--- src/rtl/dmaq_pkg.sv ---
package dmaq_pkg;

   // register byte offsets
   localparam int OFS_CTRL    = 'h00;
   localparam int OFS_MODE    = 'h04;
   localparam int OFS_SUBMIT  = 'h08;
   localparam int OFS_NEXTID  = 'h0C;
   localparam int OFS_SRC     = 'h10;
   localparam int OFS_DST     = 'h14;
   localparam int OFS_SSTR    = 'h18;
   localparam int OFS_DSTR    = 'h1C;
   localparam int OFS_XLEN    = 'h20;
   localparam int OFS_YLEN    = 'h24;
   localparam int OFS_DONE    = 'h28;
   localparam int OFS_RUNID   = 'h2C;
   localparam int OFS_STATUS  = 'h30;
   localparam int OFS_IMASK   = 'h34;
   localparam int OFS_IPEND   = 'h38;
   localparam int OFS_ISRC    = 'h3C;

   // bit positions
   localparam int CTRL_EN     = 0;
   localparam int CTRL_PAUSE  = 1;
   localparam int MODE_CYC    = 0;
   localparam int INT_START   = 0;
   localparam int INT_END     = 1;
   localparam int N_INT       = 2;

   typedef enum logic [4:0] {
      RS_NONE, RS_CTRL, RS_MODE, RS_SUBMIT, RS_NEXTID,
      RS_SRC, RS_DST, RS_SSTR, RS_DSTR, RS_XLEN, RS_YLEN,
      RS_DONE, RS_RUNID, RS_STATUS, RS_IMASK, RS_IPEND, RS_ISRC
   } reg_sel_e;

endpackage

--- src/rtl/dmaq_fifo.sv ---
module dmaq_fifo #(
   parameter int DEPTH = 4,
   parameter int WIDTH = 8,
   localparam int CW = $clog2(DEPTH + 1)
) (
   input  logic             clk,
   input  logic             rst_n,
   input  logic             flush,
   input  logic             push,
   input  logic             pop,
   input  logic [WIDTH-1:0] din,
   output logic [WIDTH-1:0] dout,
   output logic [CW-1:0]    count,
   output logic             full,
   output logic             empty
);

   if (DEPTH < 1) begin : g_bad_depth
      $error("dmaq_fifo: DEPTH must be at least 1");
   end

   logic do_push, do_pop;
   assign full    = (count == CW'(DEPTH));
   assign empty   = (count == '0);
   assign do_push = push && !full;
   assign do_pop  = pop && !empty;

   if (DEPTH == 1) begin : g_single
      logic [WIDTH-1:0] hold;
      always_ff @(posedge clk) begin
         if (do_push) hold <= din;
      end
      assign dout = hold;
   end else begin : g_ring
      localparam int PW = $clog2(DEPTH);
      logic [WIDTH-1:0] mem [DEPTH];
      logic [PW-1:0]    wr_ptr, rd_ptr;

      always_ff @(posedge clk or negedge rst_n) begin
         if (!rst_n) begin
            wr_ptr <= '0;
            rd_ptr <= '0;
         end else if (flush) begin
            wr_ptr <= '0;
            rd_ptr <= '0;
         end else begin
            if (do_push) wr_ptr <= (wr_ptr == PW'(DEPTH - 1)) ? '0 : wr_ptr + 1'b1;
            if (do_pop)  rd_ptr <= (rd_ptr == PW'(DEPTH - 1)) ? '0 : rd_ptr + 1'b1;
         end
      end

      always_ff @(posedge clk) begin
         if (do_push) mem[wr_ptr] <= din;
      end
      assign dout = mem[rd_ptr];
   end

   always_ff @(posedge clk or negedge rst_n) begin
      if (!rst_n)                 count <= '0;
      else if (flush)             count <= '0;
      else if (do_push && !do_pop) count <= count + 1'b1;
      else if (do_pop && !do_push) count <= count - 1'b1;
   end


   no_overflow_chk: assert property (@(posedge clk) disable iff (!rst_n)
      (full && push && !pop && !flush) |=> (count == CW'(DEPTH)));


   flush_empty_chk: assert property (@(posedge clk) disable iff (!rst_n)
      flush |=> empty);

endmodule

--- src/rtl/dmaq_irq.sv ---
module dmaq_irq #(
   parameter int N = 2
) (
   input  logic         clk,
   input  logic         rst_n,
   input  logic         mask_we,
   input  logic [N-1:0] mask_wd,
   input  logic         clr_we,
   input  logic [N-1:0] clr_wd,
   input  logic [N-1:0] raise,
   output logic [N-1:0] mask,
   output logic [N-1:0] pend,
   output logic         irq
);

   if (N < 1) begin : g_bad_n
      $error("dmaq_irq: N must be at least 1");
   end

   for (genvar i = 0; i < N; i++) begin : g_cause
      always_ff @(posedge clk or negedge rst_n) begin
         if (!rst_n) begin
            mask[i] <= 1'b1;
            pend[i] <= 1'b0;
         end else begin
            if (mask_we) mask[i] <= mask_wd[i];
            if (raise[i])                  pend[i] <= 1'b1;
            else if (clr_we && clr_wd[i])  pend[i] <= 1'b0;
         end
      end
   end

   assign irq = |(pend & ~mask);


   w1c_clear_chk: assert property (@(posedge clk) disable iff (!rst_n)
      clr_we |=> ((pend & $past(clr_wd & ~raise)) == '0));


   raise_set_chk: assert property (@(posedge clk) disable iff (!rst_n)
      (raise != '0) |=> ((pend & $past(raise)) == $past(raise)));

endmodule

--- src/rtl/dmaq_done_map.sv ---
module dmaq_done_map #(
   parameter int ID_COUNT = 32,
   localparam int ID_W = $clog2(ID_COUNT)
) (
   input  logic                clk,
   input  logic                rst_n,
   input  logic                set_en,
   input  logic [ID_W-1:0]     set_id,
   input  logic                clr_en,
   input  logic [ID_W-1:0]     clr_id,
   output logic [ID_COUNT-1:0] bits
);

   for (genvar i = 0; i < ID_COUNT; i++) begin : g_bit
      always_ff @(posedge clk or negedge rst_n) begin
         if (!rst_n)                                  bits[i] <= 1'b0;
         else if (set_en && set_id == ID_W'(i))        bits[i] <= 1'b1;
         else if (clr_en && clr_id == ID_W'(i))        bits[i] <= 1'b0;
      end
   end


   reuse_clear_chk: assert property (@(posedge clk) disable iff (!rst_n)
      (clr_en && !(set_en && set_id == clr_id)) |=> !bits[$past(clr_id)]);


   done_set_chk: assert property (@(posedge clk) disable iff (!rst_n)
      set_en |=> bits[$past(set_id)]);

endmodule

--- src/rtl/dma_queue_regs.sv ---
module dma_queue_regs
   import dmaq_pkg::*;
#(
   parameter int BUS_AW   = 8,
   parameter int AW       = 32,
   parameter int LW       = 24,
   parameter int DEPTH    = 4,
   parameter int ID_COUNT = 32,
   localparam int ID_W    = $clog2(ID_COUNT)
) (
   input  logic              clk,
   input  logic              rst_n,
   input  logic              bus_wr,
   input  logic              bus_rd,
   input  logic [BUS_AW-1:0] bus_addr,
   input  logic [31:0]       bus_wdata,
   output logic [31:0]       bus_rdata,
   output logic              eng_req,
   input  logic              eng_ack,
   output logic [ID_W-1:0]   eng_id,
   output logic [AW-1:0]     eng_src,
   output logic [AW-1:0]     eng_dst,
   output logic [LW-1:0]     eng_src_stride,
   output logic [LW-1:0]     eng_dst_stride,
   output logic [LW-1:0]     eng_xlen,
   output logic [LW-1:0]     eng_ylen,
   output logic              eng_cyclic,
   input  logic              eng_done,
   input  logic [ID_W-1:0]   eng_done_id,
   output logic              irq
);

   localparam int CW = $clog2(DEPTH + 1);
   localparam int DW = ID_W + 1 + 4 * LW + 2 * AW;

   if (BUS_AW < 6)                        begin : g_bad_bus  $error("BUS_AW too small for the register map"); end
   if (AW < 1 || AW > 32)                 begin : g_bad_aw   $error("AW must be 1..32"); end
   if (LW < 1 || LW > 32)                 begin : g_bad_lw   $error("LW must be 1..32"); end
   if (ID_COUNT < 2 || ID_COUNT > 32)     begin : g_bad_ids  $error("ID_COUNT must be 2..32"); end
   if (DEPTH < 1 || DEPTH + 1 >= ID_COUNT) begin : g_bad_dep $error("DEPTH must leave IDs unique in flight"); end

   // ---------------- address decode
   reg_sel_e sel;
   always_comb begin
      case (bus_addr)
         BUS_AW'(OFS_CTRL):   sel = RS_CTRL;
         BUS_AW'(OFS_MODE):   sel = RS_MODE;
         BUS_AW'(OFS_SUBMIT): sel = RS_SUBMIT;
         BUS_AW'(OFS_NEXTID): sel = RS_NEXTID;
         BUS_AW'(OFS_SRC):    sel = RS_SRC;
         BUS_AW'(OFS_DST):    sel = RS_DST;
         BUS_AW'(OFS_SSTR):   sel = RS_SSTR;
         BUS_AW'(OFS_DSTR):   sel = RS_DSTR;
         BUS_AW'(OFS_XLEN):   sel = RS_XLEN;
         BUS_AW'(OFS_YLEN):   sel = RS_YLEN;
         BUS_AW'(OFS_DONE):   sel = RS_DONE;
         BUS_AW'(OFS_RUNID):  sel = RS_RUNID;
         BUS_AW'(OFS_STATUS): sel = RS_STATUS;
         BUS_AW'(OFS_IMASK):  sel = RS_IMASK;
         BUS_AW'(OFS_IPEND):  sel = RS_IPEND;
         BUS_AW'(OFS_ISRC):   sel = RS_ISRC;
         default:             sel = RS_NONE;
      endcase
   end

   logic wr_ctrl, wr_submit;
   assign wr_ctrl   = bus_wr && (sel == RS_CTRL);
   assign wr_submit = bus_wr && (sel == RS_SUBMIT) && bus_wdata[0];

   // ---------------- parameter registers
   logic [1:0]      r_ctrl;
   logic            r_cyc;
   logic [AW-1:0]   r_src, r_dst;
   logic [LW-1:0]   r_sstr, r_dstr, r_xlen, r_ylen;
   logic [ID_W-1:0] next_id;

   always_ff @(posedge clk or negedge rst_n) begin
      if (!rst_n) begin
         r_ctrl <= '0;
         r_cyc  <= 1'b0;
         r_src  <= '0;
         r_dst  <= '0;
         r_sstr <= '0;
         r_dstr <= '0;
         r_xlen <= '0;
         r_ylen <= '0;
      end else if (bus_wr) begin
         case (sel)
            RS_CTRL: r_ctrl <= {bus_wdata[CTRL_PAUSE], bus_wdata[CTRL_EN]};
            RS_MODE: r_cyc  <= bus_wdata[MODE_CYC];
            RS_SRC:  r_src  <= bus_wdata[AW-1:0];
            RS_DST:  r_dst  <= bus_wdata[AW-1:0];
            RS_SSTR: r_sstr <= bus_wdata[LW-1:0];
            RS_DSTR: r_dstr <= bus_wdata[LW-1:0];
            RS_XLEN: r_xlen <= bus_wdata[LW-1:0];
            RS_YLEN: r_ylen <= bus_wdata[LW-1:0];
            default: ;
         endcase
      end
   end

   logic enabled, paused, flush;
   assign enabled = r_ctrl[CTRL_EN];
   assign paused  = r_ctrl[CTRL_PAUSE];
   assign flush   = wr_ctrl && !bus_wdata[CTRL_EN];

   // ---------------- queue
   logic [DW-1:0] q_din, q_dout;
   logic [CW-1:0] q_count;
   logic          q_full, q_empty, q_push, q_pop;

   assign q_push = wr_submit && enabled && !q_full && !flush;
   assign q_din  = {next_id, r_cyc, r_ylen, r_xlen, r_dstr, r_sstr, r_dst, r_src};

   dmaq_fifo #(.DEPTH(DEPTH), .WIDTH(DW)) u_queue (
      .clk   (clk),
      .rst_n (rst_n),
      .flush (flush),
      .push  (q_push),
      .pop   (q_pop),
      .din   (q_din),
      .dout  (q_dout),
      .count (q_count),
      .full  (q_full),
      .empty (q_empty)
   );

   always_ff @(posedge clk or negedge rst_n) begin
      if (!rst_n)      next_id <= '0;
      else if (q_push) next_id <= (next_id == ID_W'(ID_COUNT - 1)) ? '0 : next_id + 1'b1;
   end

   // ---------------- run control
   logic          busy, rerun;
   logic [DW-1:0] act_desc, sel_desc;
   logic [ID_W-1:0] act_id;
   logic          act_cyc;
   logic          take, done_ok;

   assign act_id   = act_desc[DW-1 -: ID_W];
   assign act_cyc  = act_desc[DW-1-ID_W];
   assign sel_desc = rerun ? act_desc : q_dout;

   assign eng_req = enabled && !paused && !busy && (rerun || !q_empty);
   assign take    = eng_req && eng_ack && !flush;
   assign q_pop   = take && !rerun;
   assign done_ok = eng_done && busy && (eng_done_id == act_id) && !flush;

   assign {eng_id, eng_cyclic, eng_ylen, eng_xlen, eng_dst_stride,
           eng_src_stride, eng_dst, eng_src} = sel_desc;

   always_ff @(posedge clk or negedge rst_n) begin
      if (!rst_n) begin
         busy     <= 1'b0;
         rerun    <= 1'b0;
         act_desc <= '0;
      end else if (flush) begin
         busy  <= 1'b0;
         rerun <= 1'b0;
      end else if (take) begin
         busy     <= 1'b1;
         rerun    <= 1'b0;
         act_desc <= sel_desc;
      end else if (done_ok) begin
         busy  <= 1'b0;
         rerun <= act_cyc;
      end
   end

   // ---------------- completion map and interrupts
   logic [ID_COUNT-1:0] done_bits;
   logic [N_INT-1:0]    int_mask, int_pend, int_raise;

   dmaq_done_map #(.ID_COUNT(ID_COUNT)) u_done (
      .clk    (clk),
      .rst_n  (rst_n),
      .set_en (done_ok),
      .set_id (act_id),
      .clr_en (q_push),
      .clr_id (next_id),
      .bits   (done_bits)
   );

   always_comb begin
      int_raise            = '0;
      int_raise[INT_START] = take;
      int_raise[INT_END]   = done_ok;
   end

   dmaq_irq #(.N(N_INT)) u_irq (
      .clk     (clk),
      .rst_n   (rst_n),
      .mask_we (bus_wr && sel == RS_IMASK),
      .mask_wd (bus_wdata[N_INT-1:0]),
      .clr_we  (bus_wr && sel == RS_IPEND),
      .clr_wd  (bus_wdata[N_INT-1:0]),
      .raise   (int_raise),
      .mask    (int_mask),
      .pend    (int_pend),
      .irq     (irq)
   );

   // ---------------- read path
   logic [31:0] rmux;
   always_comb begin
      rmux = '0;
      case (sel)
         RS_CTRL:   rmux = 32'(r_ctrl);
         RS_MODE:   rmux = 32'(r_cyc);
         RS_SUBMIT: rmux = 32'(q_full || !enabled);
         RS_NEXTID: rmux = 32'(next_id);
         RS_SRC:    rmux = 32'(r_src);
         RS_DST:    rmux = 32'(r_dst);
         RS_SSTR:   rmux = 32'(r_sstr);
         RS_DSTR:   rmux = 32'(r_dstr);
         RS_XLEN:   rmux = 32'(r_xlen);
         RS_YLEN:   rmux = 32'(r_ylen);
         RS_DONE:   rmux = 32'(done_bits);
         RS_RUNID:  rmux = 32'(act_id);
         RS_STATUS: rmux = {16'h0, 8'(q_count), 6'h0, rerun, busy};
         RS_IMASK:  rmux = 32'(int_mask);
         RS_IPEND:  rmux = 32'(int_pend);
         RS_ISRC:   rmux = 32'(int_pend & ~int_mask);
         default:   rmux = '0;
      endcase
   end

   always_ff @(posedge clk or negedge rst_n) begin
      if (!rst_n)      bus_rdata <= '0;
      else if (bus_rd) bus_rdata <= rmux;
   end

   // ---------------- assertions

   id_advance_chk: assert property (@(posedge clk) disable iff (!rst_n)
      q_push |=> ((next_id == $past(next_id) + ID_W'(1)) ||
                  (next_id == '0 && $past(next_id) == ID_W'(ID_COUNT - 1))));


   start_irq_chk: assert property (@(posedge clk) disable iff (!rst_n)
      take |=> (int_pend[INT_START] && !eng_req));


   end_irq_chk: assert property (@(posedge clk) disable iff (!rst_n)
      done_ok |=> int_pend[INT_END]);


   flush_idle_chk: assert property (@(posedge clk) disable iff (!rst_n)
      flush |=> (!eng_req && q_count == '0));


   pause_hold_chk: assert property (@(posedge clk) disable iff (!rst_n)
      (paused && !bus_wr) |=> (q_count >= $past(q_count)));

endmodule

--- config.mk ---
export PLATFORM = sky130hd
export DESIGN_NAME = dma_queue_regs
export DESIGN_NICKNAME = d
export VERILOG_FILES = /design/src/rtl/dmaq_pkg.sv /design/src/rtl/dmaq_fifo.sv /design/src/rtl/dmaq_irq.sv /design/src/rtl/dmaq_done_map.sv /design/src/rtl/dma_queue_regs.sv
export SDC_FILE = /design/constraint.sdc
export NUM_CORES = 1
export LEC_CHECK = 0
export ABC_AREA = 1
export BUFFER_PORTS_ARGS = -buffer_cell sky130_fd_sc_hd__buf_2
export CAP_MARGIN = 20
export CORE_MARGIN = 5
export CORE_UTILIZATION = 41
export CTS_BUF_LIST = sky130_fd_sc_hd__clkbuf_8
export DETAILED_ROUTE_END_ITERATION = 10
export PLACE_DENSITY_LB_ADDON = 0.05
export SYNTH_ARGS = -nofsm -noshare
export SYNTH_HDL_FRONTEND = slang
export SYNTH_SLANG_ARGS = --single-unit
--- constraint.sdc ---
create_clock -name clk -period 21 [get_ports clk]
set_input_delay 1.05 -clock clk [delete_from_list [all_inputs] [get_ports clk]]
set_output_delay 1.05 -clock clk [all_outputs]
set_load 0.05 [all_outputs]
; ---- Word-level counts from Yosys, hierarchy flattened
; Memories as Yosys holds them, arrays and structs flattened.
; Index checks and enable logic that the tools add are counted.
; Widths: inputs -> output; s select.
[totals]
out_inout_bits = 200
mem_count = 2
rom_bits = 320
ff_bits = 411
word_cells = 387
mem_bits_rw = 664
inputBits = 51
[memory_table]
columns = memory, words, width, rd, rd_ports_with_merged_regs, wr, line_no
row1 = u_queue.g_ring.mem, 4, 166, 1, 0, 1, dmaq_fifo.sv:36  ; logic [WIDTH-1:0] mem [DEPTH];
row2 = (name not given), 64, 5, 1, 0, 0, dma_queue_regs.sv:45  ; case (bus_addr)
[op_classes]
n_addsub = 5
reduce_logical = 152
eq_ne = 82
bitwise_logic = 5
n_mux = 89
[op_table]
columns = cell, count
row1 = $pmux 32 s16, 1
row2 = $mux 166, 1
row3 = $eq 5x5->1 const B, 33
row4 = $eq 5x4->1 const B, 24
row5 = $logic_and 1x1->1, 88
row6 = $mux 1, 76
row7 = $reduce_bool 2->1, 36
row8 = $eq 5x3->1 const B, 12
row9 = $and 2x32->32, 1
row10 = $not 2->32, 1
row11 = $eq 5x2->1 const B, 6
row12 = $reduce_and 2->1, 9
row13 = $eq 5x1->1 const B, 3
row14 = $mux 2, 6
row15 = $logic_not 1->1, 10
row16 = $logic_not 5->1, 2
row17 = $mux 5, 2
row18 = $mux 3, 3
row19 = $reduce_bool 3->1, 2
row20 = $add 5x1->5 const B, 1
row21 = $eq 5x5->1, 1
row22 = $add 2x1->2 const B, 2
row23 = $eq 2x2->1 const B, 2
row24 = $add 3x1->3 const B, 1
row25 = other kinds (9), 10

; ---- Depth between registers and ports, before layout
[logic_depth]
depth_word = 14
mapped_depth = 18
depth_no_buf = 18

; ---- By module
; Synthesis repeated with hierarchy kept, for this count alone.
[unflattened]
hier_cells = 4150
area_unflattened_um2 = 44422.6
[by_module_without_submodules]
columns = module, cells_each, instances, seq_area_each_um2, area_per_inst_um2
row1 = dmaq_fifo, 1672, 1, 20114.3, 25169.1
row2 = dma_queue_regs, 2242, 1, 9208.8, 17493.0
row3 = dmaq_done_map, 215, 1, 800.8, 1591.5
row4 = dmaq_irq, 21, 1, 102.6, 168.9

; ---- Worst setup path after synthesis
; OpenSTA, ideal clock, no wires.
[synth_path]
path_kind = input to register
start = input port bus_addr[3]
end = memory u_queue.g_ring.mem[0][0] (netlist bit), enable pin
required_time_ns = 20.306
setup_ns = 0.694
path_buffers = 3
stages = 10
setup_slack_ns = 11.354
arrival_ns = 8.953
cell_sequence = buf_4 nand2_1 nand2_2 nand3_4 nand2_4 nor2_1 nand2_1 buf_4 buf_2 nor2_1
[synth_via]
elab_chain_cells = 11
elab_cells_between_ends = 15
cone_classes = eq/ne (2) / mux (3) / reduce/logical (9) / memory (1)
[synth_lines]
columns = element, line_no
row1 = from (decl), dma_queue_regs.sv:15  ; input logic [BUS_AW-1:0] bus_addr,
row2 = $mem_v2 64x5 (*), n/a
row3 = $mux 5 (*), dma_queue_regs.sv:45
row4 = $eq 5x2->1, dma_queue_regs.sv:68  ; assign wr_submit = bus_wr && (sel == RS_SUBMIT) && bus_wdata[0];
row5 = $logic_and 1x1->1 (2 in series), dma_queue_regs.sv:68
row6 = $logic_and 1x1->1 (2 in series), dma_queue_regs.sv:112  ; assign q_push = wr_submit && enabled && !q_full && !flush;
row7 = $logic_and 1x1->1 (*), dma_queue_regs.sv:112
row8 = $logic_and 1x1->1 (*), dmaq_fifo.sv:25  ; assign do_push = push && !full;
row9 = $mux 1 (*), dmaq_fifo.sv:53  ; if (do_push) mem[wr_ptr] <= din;
row10 = $mux 1 (not written as such) (*), dmaq_fifo.sv:53
row11 = to (decl), dmaq_fifo.sv:36
; Mark *: on every way between the ends. The rest lies on a longest branch, timed or not.

; ---- Final worst setup path
[layout_path]
start = register u_queue.g_ring.rd_ptr[0]
end = output port eng_ylen[5]
[layout_via]
elab_chain_cells = 2
[layout_lines]
columns = element, line_no
row1 = from (decl), dmaq_fifo.sv:37  ; logic [PW-1:0] wr_ptr, rd_ptr;
row2 = from (signal assigned), dmaq_fifo.sv:48  ; if (do_pop) rd_ptr <= (rd_ptr == PW'(DEPTH - 1)) ? '0 : rd_ptr + 1'b1;
row3 = $mem_v2 4x166, n/a
row4 = $mux 166, dma_queue_regs.sv:142  ; assign sel_desc = rerun ? act_desc : q_dout;
row5 = to (decl), dma_queue_regs.sv:26  ; output logic [LW-1:0] eng_ylen,
; Every way passes these cells.

==> summary.md <==
| Metric | Value |
|---|---|
| Status | `finished clean` |
| Final Hold Fails | `0` |
| Synth Area per Inst | `approximately 11 sq um` |
| DRC | `0` |
| Flops & latches, synth | `roughly 1100` |
| Length of routed met3 wiring | `7.723 mm` |
| Die W | `about 340 microns` |
| PwrDens | `138.0 nW/um^2` |
| Worst skew pair latency | `about 0.86 ns` |
| Placed Area | `46700 sq um` |
| Finished Cell Area | `50360 sq um` |
| Via/cell ratio | `between 5 and 6` |
| Synth Warn # | `0` |
| Maxcap violations | `0` |
| Grt ovf | `0` |
| Vias in the first global route | `approximately 30000` |
| Critical Path Source | `u_queue.g_ring.rd_ptr[0]` |
| Crit path DAT | `around 4.3 ns` |
| Slew HR | `about 25%` |
| F_max | `approximately 0.19 GHz` |
| Period minus WS final | `about 5.3 ns` |
| Area Growth Syn to Fin | `12.90%` |
| Clock buffer depth | `3` |
| Worst Path Required | `between 15 and 20 ns` |
| Final ANT Viol Nets | `0` |
| First-pass GRT wire length | `~200 mm` |
| DR iter-0 viols | `about 2700` |
| Fin crit share | `between 20% and 30%` |
| Post_cts resized | `0` |
| Worst slew pin tran | `1.132 ns` |
| Layout Nets | `~4500` |
| Cells after Synth | `4178` |
| PortBufs | `between 200 and 300` |
| Metal-1 WL | `approximately 64 mm` |
| Asr flop ratio synth | `a little under two fifths` |
| Post-synth cell types | `43` |
| Total CTS buffers | `189` |
| Reg-to-Reg End | `u_queue.g_ring.mem[1][106]` |
| P_leak | `21.55 nW` |
| Worst IR drop on VDD | `~0.11 mV` |
| Row Count | `between 100 and 150` |
| Clock sinks | `roughly 1100` |
| Routability cong. | `roughly 0.9` |
| Tot GR Track Use | `between 20% and 30%` |
| Worst Setup End Kind | `primary output` |
| CP max FO | `131` |
| Min-delay worst type | `input pin to async pin` |
| Initial antenna violation count | `10` |
| Post-Syn Nets | `between 4000 and 5000` |
| Reg2reg path depth | `9` |
| EDFF count, synth | `between 600 and 700` |
| Die area | `roughly 120000 sq um` |
| DIE HEIGHT | `339.9 microns` |
| TNS Setup | `0 ns` |
| Clock Skew | `between 0.04 and 0.05 ns` |
| Highest Signal Layer | `met5` |
| Crit path kind | `flop to primary output` |
| IO Count | `between 200 and 300` |
| R2R Path Start | `u_queue.count[0]` |
| Met2 wire length | `59.12 mm` |
| Largest net degree at the start of global routing | `~210` |
| Ys flop type | `edfxtp_1` |
| Clk slew on worst S/H paths | `0.06 ns` |
| Post-synthesis sequential area ratio | `between 60% and 70%` |
| Core Region | `approximately 110000 sq um` |
| WL final | `between 100 and 150 mm` |
| Detailed-route via count | `~31000` |
| CTS hold repair buffers | `0` |
| Startpoint types | `flop` |
| Reg2Reg Setup Slack | `16.90 ns` |
| Routed length per instance | `22.53 microns` |
| Post-DP HPWL | `around 84 mm` |
| Max H-tree Level | `4` |
| RSZ-0062 raised after global routing | `false` |
| Starting Density | `41.15%` |
| Proportion of layout cells with a drive suffix above 1 | `14.34%` |
| Mapped Area | `approximately 45000 sq um` |
| # setup viols final | `0` |
| TritonCTS clock tree | `built` |
| Detailed Routing Iterations Pass 1 | `5` |
| Root Driver | `clkbuf_8` |
| Slew Limit Fails | `0` |
| Post CTS Setup Buffer Count | `0` |
-- layout make-up --
type                    instances  area [sq um]
diodes                          6         15.01
clock buffers                 214          2945
clock inverters               146         675.6
fillers                     10390         58040
inverters                     296          1144
multi-input cells            2549         11960
flip-flops and latches       1075         30230
well taps                    1414          1769
repair buffers                288          1624
-- cells in the mapped netlist, types with 40 or more instances --
master    number  area, sq um
o21ai_1      133        665.6
o21ai_2       76        665.6
inv_1        286         1074
nor2_1       422         1584
nand2_1      860         3228
nand3_1       74        370.4
buf_6         40        450.4
o22ai_1      165         1032
dfrtp_1      409        10230
o21ai_0      728         3643
clkbuf_1     165        619.3
edfxtp_1     664        19940
-- power breakdown --
| part | switching [mW] | internal, mW |
|---|---|---|
| Combinational | 2.01 | 0.598 |
| Clock | 0.871 | 0.958 |
| Sequential | 0.0946 | 2.42 |
| Total | 2.98 | 3.97 |
-- cell usage in the layout (no fill, tap or decap), types with 74 or more instances in the layout --
cell type	instances
buf_2	249
clkbuf_8	214
dfrtp_1	407
edfxtp_1	664
inv_1	369
nand2_1	860
nand3_1	74
nor2_1	417
o21ai_0	728
o21ai_1	133
o21ai_2	76
o22ai_1	165
-- worst max path at each step --
stage                                       to
finish                             eng_ylen[5]
global route                       eng_ylen[5]
CTS                                eng_ylen[5]
floorplan             u_queue.g_ring.mem[0][0]
detailed placement  u_queue.g_ring.mem[0][101]
global placement    u_queue.g_ring.mem[0][101]
-- critical path, stage by stage, from the launching register on --
cell and delay, ns:
dfrtp_4 0.66, inv_8 0.56, buf_4 0.87, o21ai_0 0.18, o22ai_1 0.30, nand2_1 0.12, o21ai_0 0.18, buf_2 0.34
-- registers in the layout (all words and copies together), names as in the netlist, 2 cells and up --
register               cells
act_desc                 166
bus_rdata                 32
next_id                    5
r_ctrl                     2
r_dst                     32
r_dstr                    24
r_src                     32
r_sstr                    24
r_xlen                    24
r_ylen                    24
u_done.bits               32
u_irq.mask                 2
u_irq.pend                 2
u_queue.count              3
u_queue.g_ring.mem       664
u_queue.g_ring.rd_ptr      2
u_queue.g_ring.wr_ptr      2
-- routing by layer --
metal / GRT usage [%] / up-vias
met1: 34.46 / 15390
li1: - / 14790
met5: 0 / -
met4: 7.556 / 2
met3: 4.482 / 213
met2: 33.87 / 865
-- logic make-up after synthesis --
kind of cell               after synthesis  synth area share, %
buffers and inverters                  554                5.514
DFF                                   1075                67.76
xor gates and xnor gates                 1              0.01964
and+or+nand+nor                       1403                12.49
adders and majority gates               12               0.3534
AOI/OAI and AO/OA                     1133                13.86
-- metrics by stage --
step	utilization [%]	setup WS (ns)	std cells	power, mW	hold WS (ns)
after floorplan	-	11.35	4178	4.496	0.4530
after global placement	43.05	15.71	5620	5.184	0.4611
after detailed placement	43.08	15.69	5621	5.199	0.4634
after CTS	46.42	15.46	5981	7.044	0.1584
after global routing	46.45	15.26	5983	7.370	0.2035
final	46.46	15.66	5988	6.952	0.1886
No activity file was read; power rests on OpenSTA's default activity.
